File: src/rtl/tw_pkg.sv
package tw_pkg;

    localparam int DW = 8;
    localparam int AW = 7;

    localparam logic [1:0] RA_CTRL = 2'd0;
    localparam logic [1:0] RA_DATA = 2'd1;
    localparam logic [1:0] RA_ADRA = 2'd2;
    localparam logic [1:0] RA_ADRB = 2'd3;

    // control bit positions (software decodes these)
    localparam int CB_DOUT = 7;
    localparam int CB_DOE  = 6;
    localparam int CB_CLK  = 5;
    localparam int CB_DIN  = 4;
    localparam int CB_MODE = 3;
    localparam int CB_HOLD = 2;
    localparam int CB_DIR  = 1;
    localparam int CB_FLAG = 0;

    typedef enum logic [2:0] {
        S_IDLE,
        S_ADDR,
        S_AACK,
        S_RX,
        S_RACK,
        S_TX,
        S_TACK
    } slv_state_e;

endpackage

File: src/rtl/tw_sync.sv
module tw_sync #(
    parameter int STAGES = 2,
    parameter int W      = 2
) (
    input  logic         clk,
    input  logic         rst_n,
    input  logic [W-1:0] d,
    output logic [W-1:0] q,
    output logic [W-1:0] rise,
    output logic [W-1:0] fall
);

    logic [STAGES-1:0][W-1:0] pipe;
    logic [W-1:0]             last;

    // idle bus level is high, so reset to ones to avoid false edges
    always_ff @(posedge clk or negedge rst_n) begin
        if (!rst_n) begin
            pipe <= '1;
            last <= '1;
        end else begin
            pipe <= {pipe[STAGES-2:0], d};
            last <= pipe[STAGES-1];
        end
    end

    assign q = pipe[STAGES-1];

    for (genvar b = 0; b < W; b++) begin : g_edge
        assign rise[b] =  q[b] & ~last[b];
        assign fall[b] = ~q[b] &  last[b];
    end

endmodule

File: src/rtl/tw_slave_fsm.sv
module tw_slave_fsm
    import tw_pkg::*;
(
    input  logic          clk,
    input  logic          rst_n,
    input  logic          hold,
    input  logic          scl,
    input  logic          sda,
    input  logic          scl_rise,
    input  logic          scl_fall,
    input  logic          sda_rise,
    input  logic          sda_fall,
    input  logic [AW-1:0] adr_a,
    input  logic [AW-1:0] adr_b,
    input  logic [DW-1:0] tx_byte,
    output slv_state_e    state_o,
    output logic          sda_drive,
    output logic          xmit,
    output logic          byte_evt,
    output logic          rx_valid,
    output logic [DW-1:0] rx_byte
);

    localparam int CW = $clog2(DW + 1);

    slv_state_e    st, nxt;
    logic [CW-1:0] cnt;
    logic [DW-1:0] shreg;
    logic [DW-1:0] txsh;
    logic          nack;
    logic          start_c, stop_c, cnt_full, hit;

    assign start_c  = sda_fall & scl;
    assign stop_c   = sda_rise & scl;
    assign cnt_full = (cnt == CW'(DW));
    assign hit      = (shreg[DW-1:1] == adr_a) || (shreg[DW-1:1] == adr_b);

    // state register
    always_ff @(posedge clk or negedge rst_n) begin
        if (!rst_n) st <= S_IDLE;
        else        st <= nxt;
    end

    // next-state logic
    always_comb begin
        nxt = st;
        unique case (st)
            S_IDLE: nxt = S_IDLE;
            S_ADDR: if (scl_fall && cnt_full) nxt = hit ? S_AACK : S_IDLE;
            S_AACK: if (scl_fall) nxt = shreg[0] ? S_TX : S_RX;
            S_RX:   if (scl_fall && cnt_full) nxt = S_RACK;
            S_RACK: if (scl_fall) nxt = S_RX;
            S_TX:   if (scl_fall && cnt_full) nxt = S_TACK;
            S_TACK: if (scl_fall) nxt = nack ? S_IDLE : S_TX;
            default: nxt = S_IDLE;
        endcase
        if (stop_c)  nxt = S_IDLE;
        if (start_c) nxt = S_ADDR;
        if (hold)    nxt = S_IDLE;
    end

    // datapath: bit counter, shift registers, acknowledge sample
    always_ff @(posedge clk or negedge rst_n) begin
        if (!rst_n) begin
            cnt   <= '0;
            shreg <= '0;
            txsh  <= '0;
            nack  <= 1'b1;
        end else begin
            if (nxt != st || start_c)
                cnt <= '0;
            else if (scl_rise && (st == S_ADDR || st == S_RX || st == S_TX))
                cnt <= cnt + 1'b1;

            if (scl_rise && (st == S_ADDR || st == S_RX))
                shreg <= {shreg[DW-2:0], sda};

            if (scl_rise && st == S_TACK)
                nack <= sda;

            if (nxt == S_TX && st != S_TX)
                txsh <= tx_byte;
            else if (st == S_TX && scl_fall)
                txsh <= {txsh[DW-2:0], 1'b0};
        end
    end

    // outputs
    always_comb begin
        sda_drive = 1'b0;
        unique case (st)
            S_AACK, S_RACK: sda_drive = 1'b1;
            S_TX:           sda_drive = ~txsh[DW-1];
            default:        sda_drive = 1'b0;
        endcase
        xmit     = (st == S_TX) || (st == S_TACK);
        rx_valid = (st == S_RX) && (nxt == S_RACK);
        byte_evt = ((st == S_ADDR) && (nxt == S_AACK)) || rx_valid ||
                   ((st == S_TX) && (nxt == S_TACK));
        rx_byte  = shreg;
        state_o  = st;
    end

endmodule

File: src/rtl/tw_regs.sv
module tw_regs
    import tw_pkg::*;
#(
    parameter logic [AW-1:0] ADRA_INIT = 7'h00,
    parameter logic [AW-1:0] ADRB_INIT = 7'h7F
) (
    input  logic          clk,
    input  logic          rst_n,
    input  logic [1:0]    bus_addr,
    input  logic          bus_wr,
    input  logic          bus_rd,
    input  logic [DW-1:0] bus_wdata,
    output logic [DW-1:0] bus_rdata,
    input  logic          scl_edge,
    input  logic          sda_now,
    input  logic          rx_valid,
    input  logic [DW-1:0] rx_byte,
    input  logic          byte_evt,
    input  logic          xmit,
    output logic          ctl_dout,
    output logic          ctl_doe,
    output logic          ctl_clk,
    output logic          ctl_mode,
    output logic          ctl_hold,
    output logic [DW-1:0] tx_byte,
    output logic [AW-1:0] adr_a,
    output logic [AW-1:0] adr_b,
    output logic          flag
);

    logic din;
    logic wr_ctrl, wr_data, wr_adra, wr_adrb, rd_data;

    assign wr_ctrl = bus_wr && (bus_addr == RA_CTRL);
    assign wr_data = bus_wr && (bus_addr == RA_DATA);
    assign wr_adra = bus_wr && (bus_addr == RA_ADRA);
    assign wr_adrb = bus_wr && (bus_addr == RA_ADRB);
    assign rd_data = bus_rd && (bus_addr == RA_DATA);

    always_ff @(posedge clk or negedge rst_n) begin
        if (!rst_n) begin
            ctl_dout <= 1'b0;
            ctl_doe  <= 1'b0;
            ctl_clk  <= 1'b0;
            ctl_mode <= 1'b0;
            ctl_hold <= 1'b0;
            din      <= 1'b0;
            flag     <= 1'b0;
            tx_byte  <= '0;
            adr_a    <= ADRA_INIT;
            adr_b    <= ADRB_INIT;
        end else begin
            if (wr_ctrl) begin
                ctl_dout <= bus_wdata[CB_DOUT];
                ctl_doe  <= bus_wdata[CB_DOE];
                ctl_clk  <= bus_wdata[CB_CLK];
                ctl_mode <= bus_wdata[CB_MODE];
                ctl_hold <= bus_wdata[CB_HOLD];
            end
            if (ctl_mode && !ctl_doe && scl_edge)
                din <= sda_now;
            if (rx_valid)     tx_byte <= rx_byte;
            else if (wr_data) tx_byte <= bus_wdata;
            if (wr_adra) adr_a <= bus_wdata[AW-1:0];
            if (wr_adrb) adr_b <= bus_wdata[AW-1:0];
            if (byte_evt)     flag <= 1'b1;
            else if (rd_data) flag <= 1'b0;
        end
    end

    always_comb begin
        bus_rdata = '0;
        unique case (bus_addr)
            RA_CTRL: begin
                bus_rdata[CB_DOUT] = ctl_dout;
                bus_rdata[CB_DOE]  = ctl_doe;
                bus_rdata[CB_CLK]  = ctl_clk;
                bus_rdata[CB_DIN]  = din;
                bus_rdata[CB_MODE] = ctl_mode;
                bus_rdata[CB_HOLD] = ctl_hold;
                bus_rdata[CB_DIR]  = xmit;
                bus_rdata[CB_FLAG] = flag;
            end
            RA_DATA: bus_rdata = tx_byte;
            RA_ADRA: bus_rdata = {1'b0, adr_a};
            RA_ADRB: bus_rdata = {1'b0, adr_b};
            default: bus_rdata = '0;
        endcase
    end

endmodule

File: src/rtl/tw_serial_unit.sv
module tw_serial_unit
    import tw_pkg::*;
#(
    parameter int            SYNC_STAGES = 2,
    parameter logic [AW-1:0] ADRA_INIT   = 7'h00,
    parameter logic [AW-1:0] ADRB_INIT   = 7'h7F
) (
    input  logic          clk,
    input  logic          rst_n,
    input  logic [1:0]    bus_addr,
    input  logic          bus_wr,
    input  logic          bus_rd,
    input  logic [DW-1:0] bus_wdata,
    output logic [DW-1:0] bus_rdata,
    input  logic          scl_in,
    input  logic          sda_in,
    output logic          scl_oe,
    output logic          sda_oe,
    output logic          irq
);

    localparam int PINS = 2;

    logic [PINS-1:0] pin_q, pin_rise, pin_fall;
    logic            ctl_dout, ctl_doe, ctl_clk, ctl_mode, ctl_hold;
    logic [DW-1:0]   tx_byte, rx_byte;
    logic [AW-1:0]   adr_a, adr_b;
    logic            sda_drive, xmit, byte_evt, rx_valid;
    slv_state_e      eng_state;

    // bit 1 = clock, bit 0 = data
    tw_sync #(.STAGES(SYNC_STAGES), .W(PINS)) u_sync (
        .clk  (clk),
        .rst_n(rst_n),
        .d    ({scl_in, sda_in}),
        .q    (pin_q),
        .rise (pin_rise),
        .fall (pin_fall)
    );

    tw_slave_fsm u_fsm (
        .clk      (clk),
        .rst_n    (rst_n),
        .hold     (ctl_mode | ctl_hold),
        .scl      (pin_q[1]),
        .sda      (pin_q[0]),
        .scl_rise (pin_rise[1]),
        .scl_fall (pin_fall[1]),
        .sda_rise (pin_rise[0]),
        .sda_fall (pin_fall[0]),
        .adr_a    (adr_a),
        .adr_b    (adr_b),
        .tx_byte  (tx_byte),
        .state_o  (eng_state),
        .sda_drive(sda_drive),
        .xmit     (xmit),
        .byte_evt (byte_evt),
        .rx_valid (rx_valid),
        .rx_byte  (rx_byte)
    );

    tw_regs #(.ADRA_INIT(ADRA_INIT), .ADRB_INIT(ADRB_INIT)) u_regs (
        .clk      (clk),
        .rst_n    (rst_n),
        .bus_addr (bus_addr),
        .bus_wr   (bus_wr),
        .bus_rd   (bus_rd),
        .bus_wdata(bus_wdata),
        .bus_rdata(bus_rdata),
        .scl_edge (pin_rise[1] | pin_fall[1]),
        .sda_now  (pin_q[0]),
        .rx_valid (rx_valid),
        .rx_byte  (rx_byte),
        .byte_evt (byte_evt),
        .xmit     (xmit),
        .ctl_dout (ctl_dout),
        .ctl_doe  (ctl_doe),
        .ctl_clk  (ctl_clk),
        .ctl_mode (ctl_mode),
        .ctl_hold (ctl_hold),
        .tx_byte  (tx_byte),
        .adr_a    (adr_a),
        .adr_b    (adr_b),
        .flag     (irq)
    );

    // open-drain pin selection
    always_comb begin
        if (ctl_mode) begin
            scl_oe = ~ctl_clk;
            sda_oe = ctl_doe & ~ctl_dout;
        end else begin
            scl_oe = 1'b0;
            sda_oe = sda_drive;
        end
    end

endmodule

File: config.mk
export PLATFORM = sky130hd
export DESIGN_NAME = tw_serial_unit
export DESIGN_NICKNAME = d
export VERILOG_FILES = /design/src/rtl/tw_pkg.sv /design/src/rtl/tw_sync.sv /design/src/rtl/tw_slave_fsm.sv /design/src/rtl/tw_regs.sv /design/src/rtl/tw_serial_unit.sv
export SDC_FILE = /design/constraint.sdc
export NUM_CORES = 1
export LEC_CHECK = 0
export BUFFER_PORTS_ARGS = -buffer_cell sky130_fd_sc_hd__buf_2
export CORE_ASPECT_RATIO = 1.2
export CORE_UTILIZATION = 41
export DETAILED_ROUTE_END_ITERATION = 16
export PLACE_DENSITY_LB_ADDON = 0.08
export SLEW_MARGIN = 10
export SYNTH_ARGS = -nofsm -noshare
export SYNTH_HDL_FRONTEND = slang
export SYNTH_SLANG_ARGS = --single-unit
export TNS_END_PERCENT = 30
File: constraint.sdc
create_clock -name clk -period 3.5 [get_ports clk]
set_input_delay 0.525 -clock clk [delete_from_list [all_inputs] [get_ports clk]]
set_output_delay 0.525 -clock clk [all_outputs]
set_load 0.03 [all_outputs]
=== Word-level counts from Yosys, hierarchy flattened ===
Index checks and enable logic that the tools add are counted.

* $add $sub $neg: 1
* Eq/ne operators: 18
* Mux-type cells: 25
* Bitwise logic cells: 16
* Reductions and logical operators: 30

{| class="wikitable"
|+ Operator list
! kind !! count
|-
| 2-to-1 mux 3 bit || 11
|-
| 2-to-1 mux 8 bit || 4
|-
| one-hot mux 8 bit (4 select lines) || 1
|-
| == test 3 bit (second input constant) || 6
|-
| one-hot mux 3 bit (6 select lines) || 1
|-
| logical AND 1 bit || 16
|-
| == test 7 bit || 2
|-
| == test 3 x 2 -> 1 bit (second input constant) || 3
|-
| 2-to-1 mux 4 bit || 2
|-
| nonzero test 2 bit || 4
|-
| AND 1 bit || 7
|-
| logical OR 1 bit || 7
|-
| inverter 1 bit || 7
|-
| adder 4 x 1 -> 4 bit (second input constant) || 1
|-
| == test 2 bit (second input constant) || 2
|-
| == test 4 bit (second input constant) || 1
|-
| 2-to-1 mux 1 bit || 4
|-
| == test 3 x 1 -> 1 bit (second input constant) || 1
|-
| inequality test 3 bit || 1
|-
| inequality test 3 bit (second input constant) || 1
|-
| == test 2 x 1 -> 1 bit (second input constant) || 1
|-
| logical NOT 2 bit || 1
|-
| 2-to-1 mux 2 bit || 1
|-
| bitwise OR 1 bit || 2
|-
| other kinds (3) || 3
|}

* Bits in registers: 59
* Output and inout port bits: 11
* Word-level logic and storage cells: 108

=== Logic depth before layout (Yosys ltp) ===
* Depth after elaboration: 13
* Gate-level depth with buffers: 8
* Gate-level depth less buffers: 7

=== Cells and area by module ===
A second synthesis with hierarchy kept.

* Cells, all modules: 279
* Area total of the unflattened synthesis: 3335.7 um^2

{| class="wikitable"
|+ By module, submodules not included
! module !! times used !! cells each !! area an instance (um^2) !! seq. area each (um^2)
|-
| tw_slave_fsm || 1 || 158 || 1649.1 || 601.8
|-
| tw_regs || 1 || 103 || 1446.4 || 734.5
|-
| tw_sync || 1 || 12 || 207.7 || 157.7
|-
| tw_serial_unit || 1 || 6 || 32.5 || 0.0
|}

=== Least setup slack after synthesis ===
No wires, ideal clock.

* Path kind: input -> output
* Start: input port bus_addr[0]
* End: output port bus_rdata[0]
* Data arrival time: 1596 ps
* Slack: 1379 ps
* Stages on the path: 2
* Path buffers: 1
* Cell sequence: clkbuf_1 -> mux4_2

* Word-level cells in the longest chain between the ends: 2
* Elaborated cells between the ends (all ways): 5
* Classes of those cells: eq/ne: 3; mux: 1; reduce/logical: 1

{| class="wikitable"
|+ RTL lines
! item !! RTL line !! text
|-
| start: declaration || tw_serial_unit.sv:10 || <nowiki>input logic [1:0] bus_addr,</nowiki>
|-
| == test 2 bit (tied with other cells) || tw_regs.sv:73 || <nowiki>unique case (bus_addr)</nowiki>
|-
| one-hot mux 8 bit (4 select lines) (*) || tw_regs.sv:73 ||
|-
| end: declaration || tw_serial_unit.sv:14 || <nowiki>output logic [DW-1:0] bus_rdata,</nowiki>
|}

Mark *: on every way between the ends. The rest lies on a longest branch, timed or not.

=== Final worst setup path ===
* Start: register u_fsm.st[0] (netlist: u_fsm.state_o[0])
* End: output port bus_rdata[1]

* Word-level cells in the longest chain between the ends: 3
* Elaborated cells between the ends (all ways): 4
* Classes of those cells: eq/ne: 2; mux: 1; reduce/logical: 1

{| class="wikitable"
|+ RTL lines
! item !! RTL line !! text
|-
| start: declaration || tw_slave_fsm.sv:26 || <nowiki>slv_state_e st, nxt;</nowiki>
|-
| start signal: assignment || tw_slave_fsm.sv:41 || <nowiki>else st <= nxt;</nowiki>
|-
| == test 3 bit || tw_slave_fsm.sv:96 || <nowiki>xmit = (st == S_TX) || (st == S_TACK);</nowiki>
|-
| logical OR 1 bit (*) || tw_slave_fsm.sv:96 ||
|-
| one-hot mux 8 bit (4 select lines) (*) || tw_regs.sv:73 ||
|}

Marks and branches as above.

==> results.py <==
metrics = {
    "outcome": {
        "status": "finished clean",
    },
    "logic_synthesis": {
        "yosys_warnings": 0,
        "avgSynthCellArea_um2": 12.4,
        "yosysSeqAreaShare": 0.479,
        "ys_ff_latch": 59,
        "synth_area_mm2": 0.00312,
        "synthFlopType": "dfrtp_1",
        "async_reset_ff_frac": 1.00,
        "ys_types": 46,
        "synthCells": 252,
        "syn-num-nets": 272,
        "synth_edf_count": 0,
    },
    "setup_path": {
        "crit_start": "u_fsm.state_o[0]",
        "endpoint_kind": "primary output",
        "cp.required_ns": 2.97,
        "critPathArrivalTime_ns": 1.97,
        "worst_setup_path_start_kind": "flip-flop",
        "worst-r2r-cell-count": 7,
        "worstReg2RegStart": "u_sync.q[1]",
        "cp_max_fo": 16,
        "critical_path_class": "flip-flop to primary output",
        "r2r_slack_ns": 1.07,
        "rr_endpoint": "u_fsm.txsh[3]",
    },
    "power": {
        "power_leakage_nw": 1.61,
        "powerDensity_mw_per_mm2": 517,
        "ir_drop_mv": 0.275,
    },
    "layout": {
        "filler_cell_count": 674,
        "final_common_cell": "dfrtp_1",
        "area_growth_pct": 13.8,
        "drive_gt1_frac": 0.385,
        "final_cell_mix": "45 x dfrtp_1, 36 x mux2_2, 26 x buf_2, 19 x nand2_1, 14 x dfstp_2",
        "nets": 303,
        "diodes": 0,
    },
    "run": {
        "maxCapViolations": 0,
    },
    "sta": {
        "finClkSkew_ns": 0.0104,
        "finalSetupViolations": 0,
        "slew_violations": 0,
        "slew_headroom": 0.467,
        "whs_ns": 0.270,
        "hold_viol_final": 0,
        "rsz0062_at_grt": "no",
        "worst_slew_pin_slew_ns": 0.800,
        "tns_ns": 0,
        "post-route-min-period_ns": 2.50,
        "fmax_mhz": 400,
        "period_share": 0.714,
    },
    "cts": {
        "htreeDepth": 3,
        "cts_hold_buf": 0,
        "post_cts_buffers": 0,
        "cts-buffers-inserted": 9,
        "insertion_delay_ns": 0.34,
        "clkSinkCount": 59,
        "cts_tree": "built",
        "cts_resized": 0,
        "cts_buffer_depth": 2,
        "clockRootBuffer": "clkbuf_8",
        "clk_pin_slew_ns": 0.07,
    },
    "route": {
        "wl_met1_um": 3300,
        "wl_met3_um": 261,
        "drt-vias-per-instance": 5.57,
        "drc_errors": 0,
        "highest-signal-layer": "met4",
        "drt_iter0_markers": 151,
        "drt_wl_total_um": 7080,
        "dr.pass1.iters": 4,
        "wl_met2_um": 3410,
        "ant_nets": 0,
        "via_count": 2104,
        "avgRoutedWirePerCell_um": 18.7,
    },
    "placed_design": {
        "gp_congestion": 0.845,
        "io_buffers": 26,
        "place_hpwl_um": 5020,
    },
    "global_route": {
        "grt_max_degree": 35,
        "antenna_found_initial": 0,
        "grt-ovfl-total": 0,
        "grt_pass1_vias": 2160,
        "grt_first_pass_wirelength_um": 11600,
        "gr-usage-all-layers": 0.203,
    },
    "floorplanning": {
        "ios": 27,
        "initial_core_util": 0.426,
        "dieWidth_um": 81.6,
        "dieHeight_um": 97.6,
        "dieArea_mm2": 0.00797,
        "num_rows": 34,
        "core_area_mm2": 0.00732,
    },
    "worst_hold_path": {
        "hp-class": "input pin to asynchronous set/reset pin",
    },
}
layer usage:
metal,vias to the layer above,global-route usage
li1,982,-
met4,0,0.0702
met1,1065,0.282
met3,9,0.0488
met5,-,0
met2,48,0.308
worst max-delay path: stages, from the launching register on:
cell	delay (ns)
dfrtp_1	0.66
xor2_1	0.14
and2_1	0.19
mux4_2	0.46
buf_2	0.19
through the flow:
stage          total power, mW  std cells  area (µm²)  utilization  setup WS, ns
2_1_floorplan             1.05        252        3120            -          1.38
3_3_place_gp              1.16        362        3330        0.455          1.16
3_5_place_dp              1.16        362        3330        0.455          1.09
4_1_cts                   1.86        378        3550        0.485          1.01
5_1_grt                   1.93        378        3550        0.485         0.910
6_report                  1.84        378        3550        0.485          1.00
flip-flops by register name (all words and copies together), names as in the netlist, 3 cells and up:
signal          cells
u_fsm.state_o       3
u_fsm.rx_byte       8
u_fsm.txsh          8
u_regs.tx_byte      8
u_regs.adr_b        7
u_fsm.cnt           4
u_regs.adr_a        7
cell usage after synthesis, types with 2 or more instances:
cell type / instances / share of area
mux2i_1: 11 / 0.035
o21ai_1: 2 / 0.0032
nand3_1: 6 / 0.0096
clkbuf_1: 3 / 0.0036
inv_1: 8 / 0.0096
o21ai_0: 13 / 0.021
xor2_1: 9 / 0.025
dfrtp_1: 45 / 0.36
dfstp_2: 14 / 0.12
nor2_1: 6 / 0.0072
nand3b_1: 3 / 0.0072
nor4_1: 6 / 0.012
o211a_1: 2 / 0.0064
mux4_2: 7 / 0.051
nand2_1: 19 / 0.023
buf_2: 4 / 0.0064
mux2_2: 36 / 0.13
ha_1: 4 / 0.016
a21boi_0: 2 / 0.0048
a21oi_1: 4 / 0.0064
xnor2_1: 10 / 0.028
nor2b_1: 5 / 0.010
buf_6: 2 / 0.0072
nand4_1: 3 / 0.0060
mux2_4: 7 / 0.034
layout make-up:
class	count	area, µm²	share of cell area
Clock buffer	11	141	0.0398
Clock inverter	5	77.6	0.0218
Inverter	8	30.0	0.00846
Multi-Input combinational cell	176	1540	0.434
Sequential cell	59	1490	0.421
Tap cell	90	113	0.0317
Timing Repair Buffer	29	153	0.0430
logic make-up after synthesis:
group | Yosys count | share of synthesized area
buffers and inverters | 17 | 0.0269
DFF | 59 | 0.479
AOI/OAI and AO/OA | 34 | 0.0758
adders and majority gates | 4 | 0.0160
and+or+nand+nor | 57 | 0.0962
muxes | 62 | 0.253
xor gates and xnor gates | 19 | 0.0533
worst max-delay path by stage:
stage	to	slack, ns	cells after the start
after floorplan	bus_rdata[0]	1.38	2
after global placement	u_fsm.txsh[5]	1.16	7
after global routing	u_fsm.txsh[4]	0.91	7
after CTS	bus_rdata[1]	1.01	4
after detailed placement	u_fsm.txsh[5]	1.09	7
final	bus_rdata[1]	1.00	4
power breakdown:
| group | internal, mW | switching, mW |
|---|---|---|
| Sequential | 0.772 | 0.0828 |
| Clock | 0.418 | 0.270 |
| Combinational | 0.138 | 0.155 |
| Total | 1.33 | 0.507 |
Power figures use the tool's default switching activity.
